`src/rtl/ieu_pkg.sv`:
```
package ieu_pkg;
    localparam int unsigned IEU_BYTES = 4;
    localparam int unsigned IEU_W     = IEU_BYTES * 8;

    typedef enum logic [2:0] {
        MEN_HOLD,
        MEN_WRITE,
        MEN_SET,
        MEN_CLR,
        MEN_RESTORE,
        MEN_ACCEPT
    } men_src_e;

    typedef struct packed {
        logic             men;
        logic [IEU_W-1:0] ef;
    } ieu_state_t;
endpackage

```
`src/rtl/ieu_regfile.sv`:
```
module ieu_regfile
    import ieu_pkg::*;
#(
    parameter int unsigned ADDR_W = 8,
    parameter int unsigned BASE   = 8'h3A,
    parameter int unsigned MSK_LO = 4,
    parameter int unsigned MSK_HI = 25
) (
    input  logic              clk,
    input  logic              rst_n,
    input  logic [ADDR_W-1:0] reg_addr,
    input  logic [7:0]        reg_wdata,
    input  logic              reg_we,
    output logic [7:0]        reg_rdata,
    input  logic              men_set,
    input  logic              men_clr,
    input  logic              irq_accept,
    input  logic              irq_return,
    input  logic              men_restore,
    output logic              men_q,
    output logic [IEU_W-1:0]  ef_q
);
    localparam logic [ADDR_W-1:0] BASE_A = ADDR_W'(BASE);

    function automatic logic [IEU_W-1:0] impl_mask();
        logic [IEU_W-1:0] m;
        for (int i = 0; i < IEU_W; i++) begin
            m[i] = (i >= MSK_LO) && (i <= MSK_HI);
        end
        return m;
    endfunction

    localparam logic [IEU_W-1:0] IMPL = impl_mask();

    ieu_state_t st_d, st_q;
    men_src_e   src;
    logic [ADDR_W-1:0] off;
    logic [IEU_W-1:0]  full;

    always_comb begin
        st_d = st_q;
        off  = reg_addr - BASE_A;

        // individual flags: byte writes through the mask of real bits
        for (int b = 0; b < IEU_BYTES; b++) begin
            if (reg_we && off == ADDR_W'(b)) begin
                st_d.ef[8*b +: 8] = reg_wdata & IMPL[8*b +: 8];
            end
        end

        // master enable: fixed priority chain
        if (irq_accept)                          src = MEN_ACCEPT;
        else if (irq_return)                     src = MEN_RESTORE;
        else if (men_clr)                        src = MEN_CLR;
        else if (men_set)                        src = MEN_SET;
        else if (reg_we && off == '0)            src = MEN_WRITE;
        else                                     src = MEN_HOLD;

        case (src)
            MEN_ACCEPT:  st_d.men = 1'b0;
            MEN_RESTORE: st_d.men = men_restore;
            MEN_CLR:     st_d.men = 1'b0;
            MEN_SET:     st_d.men = 1'b1;
            MEN_WRITE:   st_d.men = reg_wdata[0];
            default:     st_d.men = st_q.men;
        endcase

        // read path
        full      = st_q.ef;
        full[0]   = st_q.men;
        reg_rdata = 8'h00;
        for (int b = 0; b < IEU_BYTES; b++) begin
            if (off == ADDR_W'(b)) begin
                reg_rdata = full[8*b +: 8];
            end
        end
    end

    always_ff @(posedge clk or negedge rst_n) begin
        if (!rst_n) begin
            st_q <= '0;
        end else begin
            st_q <= st_d;
        end
    end

    assign men_q = st_q.men;
    assign ef_q  = st_q.ef;
endmodule

```
`src/rtl/ieu_arbiter.sv`:
```
module ieu_arbiter #(
    parameter int unsigned W     = 32,
    parameter int unsigned NMI_N = 3,
    parameter int unsigned IDX_W = 5
) (
    input  logic             men,
    input  logic [W-1:0]     ef,
    input  logic [NMI_N-1:0] nmi_req,
    input  logic [W-1:0]     mask_req,
    output logic             req_valid,
    output logic [IDX_W-1:0] req_idx
);
    logic [W-1:0] elig;
    logic         nmi_any;

    always_comb begin
        elig    = mask_req & ef & {W{men}};
        nmi_any = |nmi_req;
        req_idx = '0;
        if (nmi_any) begin
            for (int i = NMI_N - 1; i >= 0; i--) begin
                if (nmi_req[i]) req_idx = IDX_W'(i);
            end
        end else begin
            for (int j = W - 1; j >= 0; j--) begin
                if (elig[j]) req_idx = IDX_W'(j);
            end
        end
        req_valid = nmi_any | (|elig);
    end
endmodule

```
`src/rtl/intr_enable_unit.sv`:
```
module intr_enable_unit
    import ieu_pkg::*;
#(
    parameter int unsigned ADDR_W = 8,
    parameter int unsigned BASE   = 8'h3A,
    parameter int unsigned MSK_LO = 4,
    parameter int unsigned MSK_HI = 25,
    parameter int unsigned NMI_N  = 3,
    parameter int unsigned IDX_W  = $clog2(IEU_W)
) (
    input  logic              clk,
    input  logic              rst_n,
    input  logic [ADDR_W-1:0] reg_addr,
    input  logic [7:0]        reg_wdata,
    input  logic              reg_we,
    output logic [7:0]        reg_rdata,
    input  logic              men_set,
    input  logic              men_clr,
    input  logic              irq_accept,
    input  logic              irq_return,
    input  logic              men_restore,
    output logic              men_save,
    input  logic [NMI_N-1:0]  nmi_req,
    input  logic [IEU_W-1:0]  mask_req,
    output logic              req_valid,
    output logic [IDX_W-1:0]  req_idx
);
    logic             men_q;
    logic [IEU_W-1:0] ef_q;

    ieu_regfile #(
        .ADDR_W(ADDR_W), .BASE(BASE), .MSK_LO(MSK_LO), .MSK_HI(MSK_HI)
    ) u_regs (
        .clk(clk), .rst_n(rst_n),
        .reg_addr(reg_addr), .reg_wdata(reg_wdata), .reg_we(reg_we),
        .reg_rdata(reg_rdata),
        .men_set(men_set), .men_clr(men_clr),
        .irq_accept(irq_accept), .irq_return(irq_return),
        .men_restore(men_restore),
        .men_q(men_q), .ef_q(ef_q)
    );

    ieu_arbiter #(
        .W(IEU_W), .NMI_N(NMI_N), .IDX_W(IDX_W)
    ) u_arb (
        .men(men_q), .ef(ef_q),
        .nmi_req(nmi_req), .mask_req(mask_req),
        .req_valid(req_valid), .req_idx(req_idx)
    );

    assign men_save = men_q;
endmodule

```
`config.mk`:
```
export PLATFORM = sky130hd
export DESIGN_NAME = intr_enable_unit
export DESIGN_NICKNAME = d
export VERILOG_FILES = /design/src/rtl/ieu_pkg.sv /design/src/rtl/ieu_regfile.sv /design/src/rtl/ieu_arbiter.sv /design/src/rtl/intr_enable_unit.sv
export SDC_FILE = /design/constraint.sdc
export NUM_CORES = 1
export LEC_CHECK = 0
export CAP_MARGIN = 0
export CORE_MARGIN = 2
export CORE_UTILIZATION = 35
export CTS_CLUSTER_SIZE = 25
export DETAILED_ROUTE_END_ITERATION = 8
export GPL_TIMING_DRIVEN = 0
export PLACE_DENSITY = 0.66
export SETUP_SLACK_MARGIN = 0.02
export SYNTH_ARGS = -nofsm -noshare
export SYNTH_HDL_FRONTEND = slang
export SYNTH_HIERARCHICAL = 1
export SYNTH_SLANG_ARGS = --single-unit
```
`constraint.sdc`:
```
create_clock -name clk -period 3.2 [get_ports clk]
set_input_delay 0.8 -clock clk [delete_from_list [all_inputs] [get_ports clk]]
set_output_delay 0.8 -clock clk [all_outputs]
set_load 0.02 [all_outputs]
```
==> impl_summary.txt <==
----------------------------------------------------
[Synth]
  Most frequent cells after synthesis ... sky130_fd_sc_hd__nand2_1 (37), sky130_fd_sc_hd__dfrtp_1 (23), sky130_fd_sc_hd__nor2_1 (20), sky130_fd_sc_hd__a21oi_1 (15), sky130_fd_sc_hd__mux2_2 (14)
  Most numerous cell in the Yosys netlist ... sky130_fd_sc_hd__nand2_1
  Share of the yosys chip area belonging to registers ... ~30%
  Cell type with the largest total area after synthesis ... sky130_fd_sc_hd__dfrtp_1
  Post-synthesis area per instance ... about 8.6 um^2
  Main flop type after synthesis ... sky130_fd_sc_hd__dfrtp_1
  Count of different cell masters after synthesis ... 48
  Post-synth EDFFs ... 0
  Top cells by area, synth ... sky130_fd_sc_hd__dfrtp_1 (30%), sky130_fd_sc_hd__mux2_2 (8.2%), sky130_fd_sc_hd__nand2_1 (7.3%)
  Post-Synthesis Cells ... ~220
  Cell area after synthesis ... between 1500 and 2000 um^2
  Synth top area share ... roughly 30%
  Flops & latches, synth ... 23
  Number of warnings reported in the yosys synthesis log ... 6
  Synth async-reset ratio ... 100.0%

[STA]
  Unrepaired setup endpoints after global routing ... yes
  Hold Violations, Final ... 0
  F_max ... roughly 300 MHz
  Worst Skew ... 0 ns
  Slew headroom ... between 30% and 40%
  Final setup fails ... 3
  Max-slew violation total from the final report ... 0
  Crit share post-route ... 103.9%
  Shortest period the worst path allows ... 3.325 ns
  Worst hold margin ... between 0.5 and 0.6 ns
  Worst Tran Pin Value ... roughly 1.0 ns
  Crit path setup slack, layout ... -0.1251 ns

[Place]
  Final Wtd Congestion ... 0.8278
  Cell Area, Placed ... approximately 2800 um^2
  Number of instances in the placed design ... between 300 and 400
  Buffers added on ports ... 72
  HPWL after detailed placement ... between 4 and 5 mm
  Setup WS pre-CTS ... -0.9508 ns

[Layout]
  Post-route standard cell area excluding fillers ... between 3000 and 4000 um^2
  Antenna cells ... 0
  Synth-to-layout area growth ... 57.29%
  Final standard cell count with taps included and fillers excluded ... 391
  Multi-input logic area ... 1395 um^2
  Count of fill cells added during filler insertion ... a little under 500
  Sequential standard cell area ... around 580 um^2
  Fraction of final layout cells sized beyond drive strength 1 ... approximately a third
  Number of nets at the end of the flow ... roughly 380

[GRT]
  Vias in the first global route ... approximately 2,000
  Combined global-route utilization of all metal layers ... around a fifth
  Overflow after GRT ... 0
  Maximum number of pins on one net before global-route repair ... 24
  Number of antenna violations at the first check in global routing ... 0
  Global-route wire length before repair ... 9.584 mm

[Drt]
  Number of design rule violations left after detail routing ... 0
  Total wire length ... 6.081 mm
  Vias post-DR ... roughly 2,000
  Vias per std cell ... roughly 5.2
  Routed length per placed instance ... between 15 and 20 um
  Antenna viol nets, final ... 0
  Detailed-router iteration count before antenna repair ... 4
  DRC marker count from the first detailed-route iteration ... ~150

[Clock tree]
  Insertion delay of the later-clocked pin in the worst-skew pair ... 0.26 ns
  Maximum level of the CTS H-tree ... 1
  Sink count of the clock tree ... 23
  Max clock buf depth ... 2
  Total clock buffers created by CTS ... 3
  Clk root buf ... sky130_fd_sc_hd__clkbuf_8
  Number of hold-repair buffers added at the cts stage ... 0
  Clock-pin slew on the worst setup and hold paths ... about 0.07 ns
  CTS tree ... built

[Flow run]
  Max-cap violation count ... 0

[Setup path]
  CP Data Arrival Time ... about 2.5 ns
  Worst EP required ... between 2 and 2.5 ns
  Category of the worst setup path capture point ... output pin
  Kind of launch point of the worst setup path ... primary input
  Worst Setup Path Type ... primary input to output pin
  Critical-path maximum fanout ... 2

[Power and ir drop]
  Power per standard cell area ... between 200 and 300 nW/um^2
  Static power due to leakage ... 1.337 nW
  Max IR drop VDD ... between 0.0002 and 0.00025 V

[Floorplan]
  Die footprint ... 6073 um^2
  Number of placed I/O pins ... 74
  Starting density of the core ... ~37%
  Die Span Y ... between 70 and 80 um
  Die width ... between 70 and 80 um
  Site Rows ... 26
  Core region area ... around 5200 um^2

[Worst hold path]
  Worst hold path type ... flop to flop

[Status]
  Violations in the final reports ... setup timing
  Status ... finished, violations left

----------------------------------------------------
[critical path, cell delays in order]
cell	delay [ns]
sky130_fd_sc_hd__buf_6	0.09
sky130_fd_sc_hd__or4_4	0.51
sky130_fd_sc_hd__or4_4	0.56
sky130_fd_sc_hd__or4_4	0.43
sky130_fd_sc_hd__buf_6	0.14
[per-stage QoR]
stage | util [%] | setup TNS [ns] | total power [mW]
2_1_floorplan | - | 0 | 0.4395
3_3_place_gp | 53.00 | -12.21 | 0.5593
3_5_place_dp | 53.00 | -12.59 | 0.5602
4_1_cts | 55.91 | -0.2067 | 0.7552
5_1_grt | 57.81 | -0.3292 | 0.8086
6_report | 57.81 | -0.1854 | 0.7581
[layer usage]
metal  part of all wire [%]  GRT usage, %  vias to the layer above  wire [um]
li1                       -             -                     1021          -
met1                     46         28.17                      947       2782
met2                     46         31.03                       71       2826
met3                    6.9         4.419                        6        422
met4                   0.79         3.684                        0         48
met5                      0             0                        -          0
[power breakdown]
part	total (mW)	switching [mW]	leakage, nW	internal (mW)
Clock	0.175	0.0884	0.0255	0.0868
Sequential	0.329	0.0216	0.317	0.307
Combinational	0.254	0.116	0.994	0.138
[timing repair]
| action | 4_1_cts | 5_1_grt |
|---|---|---|
| pin swaps | 12 | 20 |
| endpoints found under the setup margin | 14 | 13 |
| setup buffers | 9 | 4 |
| gates cloned | 0 | 0 |
| gates resized for setup | 114 | 35 |
[cell families (layout without fill, tap and decap cells)]
kind of cell	after synthesis	after routing	synth area share (%)
AO/OA/AOI/OAI	61	61	23.28
XOR/XNOR	1	1	0.4579
adder cells (fa/ha/maj)	1	1	0.6539
buffers and inverters	22	111	6.867
flip-flops	23	23	30.08
multiplexers	28	28	16.74
other	1	10	0.1960
AND/OR/NAND/NOR	86	86	21.71
[cells in the final DEF (no fill, tap or decap), types with 4 or more instances in the layout]
cell type and n:
sky130_fd_sc_hd__a22oi_2 4, sky130_fd_sc_hd__a32o_1 4, sky130_fd_sc_hd__conb_1 10, sky130_fd_sc_hd__mux2i_1 5, sky130_fd_sc_hd__buf_4 28, sky130_fd_sc_hd__buf_6 8, sky130_fd_sc_hd__dfrtp_1 23, sky130_fd_sc_hd__a22o_1 7
sky130_fd_sc_hd__nand2_2 4, sky130_fd_sc_hd__a22oi_1 4, sky130_fd_sc_hd__nand2_1 33, sky130_fd_sc_hd__nand3_1 6, sky130_fd_sc_hd__clkbuf_2 5, sky130_fd_sc_hd__clkdlybuf4s50_1 42, sky130_fd_sc_hd__buf_2 5, sky130_fd_sc_hd__nor2_1 13
sky130_fd_sc_hd__mux2_1 8, sky130_fd_sc_hd__dlygate4sd2_1 6, sky130_fd_sc_hd__mux2_2 14, sky130_fd_sc_hd__nand4_1 4, sky130_fd_sc_hd__a21oi_1 12, sky130_fd_sc_hd__inv_1 5, sky130_fd_sc_hd__nor2_4 5
[registers in the layout, summed over array words and instances (netlist names)]
| register | flops |
|---|---|
| u_regs/ef_q | 22 |
| u_regs/men_q | 1 |
[final timing paths]
path | startpoint | cells after the start | endpoint | slack, ns
worst max-delay path | nmi_req[1] | 5 | req_valid | -0.13
worst min-delay path | u_regs/ef_q[15]$_DFFE_PN0P_ | 1 | u_regs/ef_q[15]$_DFFE_PN0P_ | 0.54
worst max register to register | u_regs/men_q$_DFFE_PN0P_ | 3 | u_regs/men_q$_DFFE_PN0P_ | 2.27
worst min register to register | u_regs/ef_q[15]$_DFFE_PN0P_ | 1 | u_regs/ef_q[15]$_DFFE_PN0P_ | 0.54
max in group asynchronous | rst_n | 1 | u_regs/ef_q[7]$_DFFE_PN0N_ | 1.50
min in group asynchronous | rst_n | 1 | u_regs/ef_q[24]$_DFFE_PN0P_ | 1.09
[cell type report]
cell class,instances,share of cell area (%)
buffer,15,3.534
tap,70,2.911
sequential,23,19.13
clock inverter,1,0.1663
inverter,7,0.8732
multi-input combinational,187,46.36
clock buffer,3,1.372
timing repair buffer,85,25.65
(Power assumes the default switching activity.)
